--- config.mk ---
export PLATFORM = sky130hd
export DESIGN_NAME = spi_sel_master
export DESIGN_NICKNAME = d
export VERILOG_FILES = /design/src/rtl/spi_sel_pkg.sv /design/src/rtl/spi_sel_shifter.sv /design/src/rtl/spi_sel_regs.sv /design/src/rtl/spi_sel_master.sv
export SDC_FILE = /design/constraint.sdc
export NUM_CORES = 1
export LEC_CHECK = 0
export ABC_CLOCK_PERIOD_IN_PS = 2310
export BUFFER_PORTS_ARGS = -buffer_cell sky130_fd_sc_hd__buf_2
export CORE_MARGIN = 2
export CORE_UTILIZATION = 60
export DETAILED_ROUTE_END_ITERATION = 8
export GPL_TIMING_DRIVEN = 0
export PLACE_DENSITY = 0.87
export RECOVER_POWER = 25
export SYNTH_ARGS = -nofsm -noshare
export SYNTH_HDL_FRONTEND = slang
export SYNTH_SLANG_ARGS = --single-unit
--- constraint.sdc ---
create_clock -name clk -period 2.31 [get_ports clk]
set_input_delay 0.462 -clock clk [delete_from_list [all_inputs] [get_ports clk]]
set_output_delay 0.462 -clock clk [all_outputs]
set_load 0.01 [all_outputs]
--- src/rtl/spi_sel_pkg.sv ---
package spi_sel_pkg;
  typedef enum logic [1:0] {
    ST_IDLE  = 2'd0,
    ST_LEAD  = 2'd1,
    ST_SHIFT = 2'd2
  } xfer_state_t;

  localparam int REG_RX   = 0;
  localparam int REG_TX   = 1;
  localparam int REG_FLAG = 2;
  localparam int REG_EN   = 3;
  localparam int REG_SEL  = 5;
  localparam int REG_EOP  = 6;

  localparam int FLAG_W     = 5;
  localparam int F_TX_FREE  = 0;
  localparam int F_RX_READY = 1;
  localparam int F_EMPTY    = 2;
  localparam int F_OVERRUN  = 3;
  localparam int F_MATCH    = 4;
endpackage

--- src/rtl/spi_sel_shifter.sv ---
module spi_sel_shifter
  import spi_sel_pkg::*;
#(
  parameter int DATA_W    = 16,
  parameter int HALF_DIV  = 100,
  parameter int SEL_DELAY = 100
) (
  input  logic              clk,
  input  logic              rst,
  input  logic              buf_valid,
  input  logic [DATA_W-1:0] buf_data,
  input  logic              miso,
  output logic              buf_take,
  output logic              sclk,
  output logic              mosi,
  output logic              active,
  output logic              word_done,
  output logic [DATA_W-1:0] rx_word,
  output logic [DATA_W-1:0] tx_word
);
  localparam int CNT_MAX = (HALF_DIV > SEL_DELAY) ? HALF_DIV : SEL_DELAY;
  localparam int CW      = $clog2(CNT_MAX + 1);
  localparam int BW      = $clog2(DATA_W);

  xfer_state_t       state_q;
  logic [CW-1:0]     cnt_q;
  logic [BW-1:0]     bit_q;
  logic [DATA_W-1:0] sh_q, rxs_q, txw_q;
  logic              sclk_q;
  logic              half_end, last_edge;

  assign half_end  = (cnt_q == CW'(HALF_DIV - 1));
  assign last_edge = (state_q == ST_SHIFT) && half_end && sclk_q &&
                     (bit_q == BW'(DATA_W - 1));
  assign buf_take  = buf_valid && ((state_q == ST_IDLE) || last_edge);

  assign sclk   = sclk_q;
  assign mosi   = sh_q[DATA_W-1];
  assign active = (state_q != ST_IDLE);

  always_ff @(posedge clk) begin
    if (rst) begin
      state_q   <= ST_IDLE;
      cnt_q     <= '0;
      bit_q     <= '0;
      sh_q      <= '0;
      rxs_q     <= '0;
      txw_q     <= '0;
      sclk_q    <= 1'b0;
      word_done <= 1'b0;
      rx_word   <= '0;
      tx_word   <= '0;
    end else begin
      word_done <= 1'b0;
      case (state_q)
        ST_IDLE: begin
          if (buf_take) begin
            sh_q    <= buf_data;
            txw_q   <= buf_data;
            bit_q   <= '0;
            cnt_q   <= '0;
            state_q <= ST_LEAD;
          end
        end
        ST_LEAD: begin
          if (cnt_q == CW'(SEL_DELAY - 1)) begin
            cnt_q   <= '0;
            state_q <= ST_SHIFT;
          end else begin
            cnt_q <= cnt_q + 1'b1;
          end
        end
        ST_SHIFT: begin
          if (half_end) begin
            cnt_q <= '0;
            if (!sclk_q) begin
              sclk_q <= 1'b1;
              rxs_q  <= {rxs_q[DATA_W-2:0], miso};
            end else begin
              sclk_q <= 1'b0;
              if (bit_q == BW'(DATA_W - 1)) begin
                word_done <= 1'b1;
                rx_word   <= rxs_q;
                tx_word   <= txw_q;
                if (buf_take) begin
                  sh_q  <= buf_data;
                  txw_q <= buf_data;
                  bit_q <= '0;
                end else begin
                  state_q <= ST_IDLE;
                end
              end else begin
                bit_q <= bit_q + 1'b1;
                sh_q  <= {sh_q[DATA_W-2:0], 1'b0};
              end
            end
          end else begin
            cnt_q <= cnt_q + 1'b1;
          end
        end
        default: state_q <= ST_IDLE;
      endcase
    end
  end
endmodule

--- src/rtl/spi_sel_regs.sv ---
module spi_sel_regs
  import spi_sel_pkg::*;
#(
  parameter int DATA_W = 16,
  parameter int AW     = 3
) (
  input  logic              clk,
  input  logic              rst,
  input  logic [AW-1:0]     bus_addr,
  input  logic              bus_wr,
  input  logic              bus_rd,
  input  logic [DATA_W-1:0] bus_wdata,
  output logic [DATA_W-1:0] bus_rdata,
  input  logic              buf_take,
  input  logic              active,
  input  logic              word_done,
  input  logic [DATA_W-1:0] rx_word,
  input  logic [DATA_W-1:0] tx_word,
  output logic              buf_valid,
  output logic [DATA_W-1:0] buf_data,
  output logic              sel_en,
  output logic              irq
);
  logic [DATA_W-1:0] rx_q, eop_q;
  logic [FLAG_W-1:0] en_q, flags;
  logic              rx_ready_q, ovr_q, match_q;
  logic              rd_rx, wr_flag;

  assign rd_rx   = bus_rd && (bus_addr == AW'(REG_RX));
  assign wr_flag = bus_wr && (bus_addr == AW'(REG_FLAG));

  always_comb begin
    flags             = '0;
    flags[F_TX_FREE]  = !buf_valid;
    flags[F_RX_READY] = rx_ready_q;
    flags[F_EMPTY]    = !buf_valid && !active;
    flags[F_OVERRUN]  = ovr_q;
    flags[F_MATCH]    = match_q;
  end

  always_ff @(posedge clk) begin
    if (rst) begin
      buf_valid  <= 1'b0;
      buf_data   <= '0;
      rx_q       <= '0;
      eop_q      <= '0;
      en_q       <= '0;
      sel_en     <= 1'b1;
      rx_ready_q <= 1'b0;
      ovr_q      <= 1'b0;
      match_q    <= 1'b0;
      bus_rdata  <= '0;
      irq        <= 1'b0;
    end else begin
      if (buf_take) buf_valid <= 1'b0;
      if (bus_wr) begin
        case (bus_addr)
          AW'(REG_TX):  if (!buf_valid) begin
                          buf_valid <= 1'b1;
                          buf_data  <= bus_wdata;
                        end
          AW'(REG_EN):  en_q   <= bus_wdata[FLAG_W-1:0];
          AW'(REG_SEL): sel_en <= bus_wdata[0];
          AW'(REG_EOP): eop_q  <= bus_wdata;
          default: ;
        endcase
      end
      if (wr_flag) begin
        ovr_q   <= 1'b0;
        match_q <= 1'b0;
      end
      if (rd_rx) rx_ready_q <= 1'b0;
      if (word_done) begin
        rx_q       <= rx_word;
        rx_ready_q <= 1'b1;
        if (rx_ready_q && !rd_rx) ovr_q <= 1'b1;
        if ((rx_word == eop_q) || (tx_word == eop_q)) match_q <= 1'b1;
      end
      if (bus_rd) begin
        case (bus_addr)
          AW'(REG_RX):   bus_rdata <= rx_q;
          AW'(REG_FLAG): bus_rdata <= DATA_W'(flags);
          AW'(REG_EN):   bus_rdata <= DATA_W'(en_q);
          AW'(REG_SEL):  bus_rdata <= DATA_W'(sel_en);
          AW'(REG_EOP):  bus_rdata <= eop_q;
          default:       bus_rdata <= '0;
        endcase
      end
      irq <= |(flags & en_q);
    end
  end
endmodule

--- src/rtl/spi_sel_master.sv ---
module spi_sel_master #(
  parameter int DATA_W    = 16,
  parameter int HALF_DIV  = 100,
  parameter int SEL_DELAY = 100,
  parameter int AW        = 3
) (
  input  logic              clk,
  input  logic              rst,
  input  logic [AW-1:0]     bus_addr,
  input  logic              bus_wr,
  input  logic              bus_rd,
  input  logic [DATA_W-1:0] bus_wdata,
  output logic [DATA_W-1:0] bus_rdata,
  input  logic              miso,
  output logic              sclk,
  output logic              mosi,
  output logic              ss_n,
  output logic              irq
);
  logic              buf_valid, buf_take, xfer_active, word_done, sel_en;
  logic [DATA_W-1:0] buf_data, rx_word, tx_word;

  spi_sel_regs #(.DATA_W(DATA_W), .AW(AW)) u_regs (
    .clk(clk), .rst(rst), .bus_addr(bus_addr), .bus_wr(bus_wr),
    .bus_rd(bus_rd), .bus_wdata(bus_wdata), .bus_rdata(bus_rdata),
    .buf_take(buf_take), .active(xfer_active), .word_done(word_done),
    .rx_word(rx_word), .tx_word(tx_word), .buf_valid(buf_valid),
    .buf_data(buf_data), .sel_en(sel_en), .irq(irq)
  );

  spi_sel_shifter #(.DATA_W(DATA_W), .HALF_DIV(HALF_DIV), .SEL_DELAY(SEL_DELAY)) u_shift (
    .clk(clk), .rst(rst), .buf_valid(buf_valid), .buf_data(buf_data),
    .miso(miso), .buf_take(buf_take), .sclk(sclk), .mosi(mosi),
    .active(xfer_active), .word_done(word_done), .rx_word(rx_word),
    .tx_word(tx_word)
  );

  assign ss_n = !(xfer_active && sel_en);
endmodule

* After elaboration in Yosys (flattened, before gate mapping)
Cells that the tools add are included.
** Storage, ports and cells
- Logic and storage cells :: 120
- Latch bits :: 0
- Register bits after elaboration :: 170
- Bits of input ports :: 24
- Memory bits (read-only) :: 0
- Memories kept :: 0
- Bits in writable memories :: 0
- Output and inout port bits :: 20
** Operators by class
- Muxes and demuxes :: 40
- Magnitude comparators :: 0
- $add $sub $neg :: 2
- Shift operators :: 0
- Reductions and logical operators :: 35
- Equality and inequality tests :: 17
- Multiply operators :: 0
- Bitwise gates (word level) :: 5
- Div/mod/pow operators :: 0
** Operator list (count)
- 16-bit two-way mux :: 8
- 16-bit one-hot mux with 5 select lines :: 1
- 16-bit one-hot mux with 2 select lines :: 2
- 16-bit equality test :: 2
- 4-bit two-way mux :: 4
- 1-bit two-way mux :: 14
- 7-bit two-way mux :: 2
- 7-bit one-hot mux with 2 select lines :: 1
- 2-bit two-way mux :: 6
- 2-bit AND reduction :: 5
- 1-bit logical AND :: 9
- 3-bit AND reduction :: 3
- 4-bit one-hot mux with 2 select lines :: 1
- 4-bit AND reduction :: 2
- 2-bit nonzero test :: 4
- 7-bit by 1-bit adder with 7-bit output, second input constant :: 1
- 7-bit equality test, second input constant :: 1
- 3-bit by 2-bit equality test with 1-bit output, second input constant :: 2
- 3-bit equality test, second input constant :: 2
- 2-bit by 1-bit != test with 1-bit output, second input constant :: 3
- 2-bit != test, second input constant :: 3
- 2-bit one-hot mux with 3 select lines :: 1
- 6-bit AND reduction :: 1
- 5-bit AND :: 1
- other kinds (13) :: 20

* Depth between registers and ports, before layout
- Word-level depth :: 11
- Mapped depth :: 9
- Mapped depth without buffers :: 7

* By module
Synthesis repeated with hierarchy kept, for this count alone.
** Unflattened totals
- Cells, all modules :: 834
- Area, all modules :: 7257.0 sq um
** Modules (own cells, without submodules)
- spi_sel_shifter :: area each 3885.0 sq um, instances 1, cells an instance 445, seq. area each 1901.8 sq um
- spi_sel_regs :: area each 3368.2 sq um, instances 1, cells an instance 388, seq. area each 1501.4 sq um
- spi_sel_master :: area each 3.8 sq um, instances 1, cells an instance 1, seq. area each 0.0 sq um

* Worst setup path after synthesis
OpenSTA, ideal clock, no wires.
- Kind :: reg-to-reg
- Start :: register u_shift.cnt_q[0]
- End :: register u_shift.sh_q[10]
- Path slack :: 0.287 ns
- Period minus slack after synthesis :: 2.023 ns
- Setup time :: 0.122 ns
- Arrival :: 1.901 ns
- Path buffers :: 3
- Data required time :: 2.188 ns
- Cell stages (with the launch flop) :: 10
- Path through :: dfxtp_1 ha_1 and3_4 and4_4 buf_6 a31oi_4 buf_6 nor2_8 buf_6 a221o_1
** On the way
- Cells in the longest elaborated chain, start to end :: 11
- Elaborated cells on any way between the ends :: 13
- Those cells by class :: 2 x eq/ne; 5 x mux; 6 x reduce/logical
** Ends and longest elaborated chain
- start, declared :: line spi_sel_shifter.sv:26 : logic [CW-1:0] cnt_q;
- start signal, assigned :: line spi_sel_shifter.sv:70 : cnt_q <= cnt_q + 1'b1;
- start signal, assigned :: line spi_sel_shifter.sv:98 : cnt_q <= cnt_q + 1'b1;
- 7-bit equality test (*) :: line spi_sel_shifter.sv:32 : assign half_end = (cnt_q == CW'(HALF_DIV - 1));
- 1-bit logical AND (3 in a row) :: line spi_sel_shifter.sv:33 : assign last_edge = (state_q == ST_SHIFT) && half_end && sclk_q &&
- 1-bit logical OR :: line spi_sel_shifter.sv:35 : assign buf_take = buf_valid && ((state_q == ST_IDLE) || last_edge);
- 1-bit logical AND :: line spi_sel_shifter.sv:35
- 16-bit two-way mux (4 in a row)
- 16-bit one-hot mux with 2 select lines
- end signal, assigned :: line spi_sel_shifter.sv:58 : sh_q <= buf_data;
- end signal, assigned :: line spi_sel_shifter.sv:86 : sh_q <= buf_data;
- end signal, assigned :: line spi_sel_shifter.sv:94 : sh_q <= {sh_q[DATA_W-2:0], 1'b0};
- end, declared :: line spi_sel_shifter.sv:28 : logic [DATA_W-1:0] sh_q, rxs_q, txw_q;
Every way passes the cells marked *; elsewhere a longest branch is shown, timed or not. The select of a mux whose other input is x is not followed.
A chain may end at the register's enable or synchronous reset.

* Worst setup path after layout
- Start :: register u_shift.state_q[0]
- End :: register u_shift.sh_q[8]
** On the way
- Cells in the longest elaborated chain, start to end :: 11
- Elaborated cells on any way between the ends :: 16
- Those cells by class :: 3 x eq/ne; 5 x mux; 8 x reduce/logical
** Ends and longest elaborated chain
- start, declared :: line spi_sel_shifter.sv:25 : xfer_state_t state_q;
- start signal, assigned :: line spi_sel_shifter.sv:43 : state_q <= ST_IDLE;
- start signal, assigned :: line spi_sel_shifter.sv:62 : state_q <= ST_LEAD;
- start signal, assigned :: line spi_sel_shifter.sv:68 : state_q <= ST_SHIFT;
- 2-bit equality test :: line spi_sel_shifter.sv:33, spi_sel_shifter.sv:55
- 1-bit logical AND (3 in a row) :: line spi_sel_shifter.sv:33
- 1-bit logical OR :: line spi_sel_shifter.sv:35
- 1-bit logical AND :: line spi_sel_shifter.sv:35
- 16-bit two-way mux (4 in a row)
- 16-bit one-hot mux with 2 select lines :: line spi_sel_shifter.sv:55 : case (state_q)
Several ways; a longest one is shown, not always the timed one. The select of a mux whose other input is x is not followed.

==> qor.json <==
{
  "syn-num-nets": 812,
  "final_nets": 871,
  "grt_max_degree": 17,
  "power.clock.fraction_pct": 46.2,
  "hold_start": "bus_wdata[9]",
  "run_status": "complete, no violations",
  "crit_required_ps": 2630,
  "layout-drive-gt1-share_pct": 9.719,
  "drt-initial-drc-count": 593,
  "remaining_drc_errors": 0,
  "yosys_most_used_dff": "sky130_fd_sc_hd__dfxtp_1",
  "hold_ws_ps": 269.9,
  "timing.rr.start": "u_shift.state_q[0]",
  "asyncSetResetFlopFracSynth_pct": 0,
  "synth.area.top_cells": "sky130_fd_sc_hd__dfxtp_1, sky130_fd_sc_hd__nand2_1, sky130_fd_sc_hd__a21oi_1",
  "avgViaCountPerCell": 5.941,
  "switchingPower_mw": 1.542,
  "post-route-period-util_pct": 95.02,
  "sequential_cell_area_um2": 3403,
  "drt_first_pass_iters": 6,
  "fin_crit_ps": 2195,
  "power.leakage_nw": 2.852,
  "htree_levels": 4,
  "post_synth_edffs": 0,
  "critical_path.startpoint_type": "flip-flop",
  "fin_area_um2": 7829,
  "worstPathBufferInverterCount": 4,
  "netlist.top_cell.by_area": "sky130_fd_sc_hd__dfxtp_1",
  "power_density_nw_per_um2": 801.5,
  "synth.ff_latch_count": 170,
  "timing.final.setup_violations": 0,
  "routed_len_inst_um": 17.69,
  "place.port_buffers": 40,
  "synthDistinctLibCells": 54,
  "path_depth": 9,
  "timing.critical_path.mode_cell": "sky130_fd_sc_hd__buf_6",
  "coreArea_um2": 11270,
  "n_antenna_cell": 0,
  "finish.cell_count_without_fillers": 997,
  "worst_hold_path_cells": 3,
  "postRouteAntennaNets": 0,
  "critical-path-top-delay-family": "buffers and inverters",
  "grt_first_pass_wirelength_um": 28210,
  "placedInstanceArea_um2": 7248,
  "num_vias": 5923,
  "cts_tree": "yes",
  "cell_internal_pwr_mw": 4.732,
  "io-pin-count": 44,
  "wl_um": 17640,
  "hold_viol_final": 0,
  "cts.path.max_buffers": 2,
  "slew_viol_final": 0,
  "commonest_non_fill_non_tap_cells_in_the_layout": "sky130_fd_sc_hd__nand2_1, sky130_fd_sc_hd__dfxtp_1, sky130_fd_sc_hd__a21oi_1, sky130_fd_sc_hd__nor2_1, sky130_fd_sc_hd__clkbuf_1",
  "min_to": "u_regs.buf_data[9]",
  "end_kind": "flip-flop",
  "chipWidth_um": 111.0,
  "timing.clock.skew_ps": 15.44,
  "worstHoldPathType": "input port to flip-flop",
  "vias_in_the_first_global_route": 5754,
  "clock_latency_late_sink_ps": 440,
  "fmaxAchievable_ghz": 0.4556,
  "placedCellCount": 965,
  "multi_input_comb_area_um2": 3223,
  "arrival_worst_endpoint_ps": 2520,
  "die_height_um": 111.0,
  "grt.total_usage_pct": 28.90,
  "worstSetupPathType": "flip-flop to flip-flop",
  "timing.max_slew.rel_slack_pct": 36.87,
  "synth.yosys.seq_area_share_pct": 49.54,
  "pwr-share-comb_pct": 6.1,
  "grt-ovfl-total": 0,
  "critical_path_origin": "u_shift.state_q[0]",
  "totalPowerFinal_mw": 6.275,
  "syn-mean-instance-area_um2": 8.784,
  "cp_cell_sequence": "inv_1 -> ha_1 -> and4_4 -> buf_6 -> a31oi_4 -> buf_6 -> nor2_8 -> buf_6 -> a221o_1",
  "cts_setup_buffers": 0,
  "design.die.area_um2": 12320,
  "r2r_path_end": "u_shift.sh_q[8]",
  "cts-buffers-inserted": 17,
  "regToRegSetupSlack_ps": 110,
  "areaGrowthSynthToFinish_pct": 13.97,
  "syn_area_um2": 6869,
  "initial_antenna_violation_count": 0,
  "gp_routability_congestion": 0.8645,
  "syn-instance-count": 782,
  "postCtsHoldBufs": 0,
  "max_slew.worst_pin.slew_ps": 939.2,
  "row_count": 39,
  "cts.root.buffer_cell": "sky130_fd_sc_hd__clkbuf_16",
  "cp_slowest_cell": "sky130_fd_sc_hd__dfxtp_1",
  "worst-r2r-cell-count": 9,
  "nFillCells": 856,
  "grt_setup_unrepaired": "false",
  "p_sw_share_pct": 24.58,
  "proportion_of_power_drawn_by_flip_flops_and_latches_pct": 47.7,
  "crit_path_max_fanout": 10,
  "cts.sink_count": 170,
  "utilization_pct": 69.45,
  "power.ir.vdd_worst_mv": 0.5813,
  "cts.reportedPaths.clkPinSlew_ps": 60,
  "initial_core_util_pct": 60.94,
  "drv.max_cap_violation_count": 0,
  "synth_warnings": 0,
  "largest_stage_delay_on_the_critical_path_ps": 380,
  "most_common_cell_after_layout_fill_and_taps_aside": "sky130_fd_sc_hd__nand2_1",
  "netlist.area_leader.share_pct": 49.54,
  "hpwl_um": 12040
}
==> Yosys cell counts, types with 3 or more instances <==
cell	instances
sky130_fd_sc_hd__nand2_1	180
sky130_fd_sc_hd__ha_1	6
sky130_fd_sc_hd__buf_6	3
sky130_fd_sc_hd__xnor2_1	32
sky130_fd_sc_hd__nor3_1	6
sky130_fd_sc_hd__inv_1	6
sky130_fd_sc_hd__o21ai_0	8
sky130_fd_sc_hd__mux2i_1	44
sky130_fd_sc_hd__a21oi_1	90
sky130_fd_sc_hd__a221o_1	16
sky130_fd_sc_hd__or2_2	4
sky130_fd_sc_hd__buf_1	3
sky130_fd_sc_hd__nand4_1	10
sky130_fd_sc_hd__and2_1	16
sky130_fd_sc_hd__xor2_1	4
sky130_fd_sc_hd__dfxtp_1	170
sky130_fd_sc_hd__nor2_1	71
sky130_fd_sc_hd__a222oi_1	12
sky130_fd_sc_hd__and3_1	4
sky130_fd_sc_hd__nor3b_1	4
sky130_fd_sc_hd__nand3_1	9
sky130_fd_sc_hd__a221oi_1	4
sky130_fd_sc_hd__buf_2	10
sky130_fd_sc_hd__clkbuf_1	32
==> timing repair <==
action	in CTS	in global routing
endpoints found under the hold margin	0	0
resized for setup	0	12
endpoints found under the setup margin	0	23
==> power by group through the flow <==
stage          clock (mW)  sequential [mW]  combinational (mW)
6_report             2.90             2.99               0.383
5_1_grt              3.02             2.99               0.417
4_1_cts              2.89             2.99               0.377
3_5_place_dp            0             3.06               0.371
3_3_place_gp            0             3.06               0.366
2_1_floorplan           0             3.05               0.247
==> cell families after synthesis <==
| logic type | count (synthesis) | share of synthesized area, % |
|---|---|---|
| AOI/OAI and AO/OA | 151 | 14.39 |
| xor gates and xnor gates | 36 | 4.590 |
| adders and majority gates | 6 | 1.093 |
| buffers and inverters | 55 | 3.570 |
| DFF | 170 | 49.54 |
| muxes | 45 | 6.576 |
| and+or+nand+nor | 319 | 20.24 |
==> through the flow <==
step                TNS, ps  setup WS, ps
global placement     -76.66        -34.91
global route              0         23.18
finish                    0         115.0
floorplan                 0         287.1
detailed placement   -649.1        -106.4
CTS                       0         47.70
==> worst max-delay path by stage <==
stage                                     to  slack [ps]
after floorplan             u_shift.sh_q[10]         290
after global placement    u_regs.buf_data[2]         -30
after detailed placement  u_regs.buf_data[2]        -110
after CTS                 u_shift.rx_word[6]          50
after global routing      u_shift.rx_word[6]          20
final                        u_shift.sh_q[8]         110
==> worst register-to-register path: cells and delay by family (launching register included) <==
kind	cells	cell delay (ps)
compound gates	2	530
buf+inv	4	580
simple gates	2	270
flops	1	380
fa+ha+maj	1	300
==> metal layers <==
| layer | GRT usage [%] | wire [µm] |
|---|---|---|
| met1 | 35.53 | 7475 |
| met2 | 46.95 | 8188 |
| met3 | 7.764 | 1308 |
| met4 | 14.33 | 667 |
| met5 | 0 | 0 |
==> state kept, by name, indices dropped and copies added (netlist names) <==
name,cells
u_regs.sel_en,1
u_regs.en_q,5
u_regs.buf_valid,1
u_shift.sclk,1
u_shift.word_done,1
u_regs.rx_ready_q,1
u_shift.bit_q,4
u_regs.match_q,1
u_shift.cnt_q,7
u_regs.buf_data,16
u_shift.sh_q,16
u_shift.rxs_q,16
u_regs.ovr_q,1
u_shift.rx_word,16
u_shift.txw_q,16
u_shift.state_q,2
u_regs.irq,1
u_regs.eop_q,16
u_shift.tx_word,16
u_regs.rx_q,16
u_regs.bus_rdata,16
==> area by class of cell <==
type,instances,share of cell area (%)
Sequential cell,170,43.47
Multi-Input combinational cell,557,41.17
Clock buffer,18,5.610
Buffer,49,2.957
Tap cell,143,2.285
Timing Repair Buffer,40,2.222
Clock inverter,14,1.998
Inverter,6,0.2877
Power figures use the tool's default switching activity.
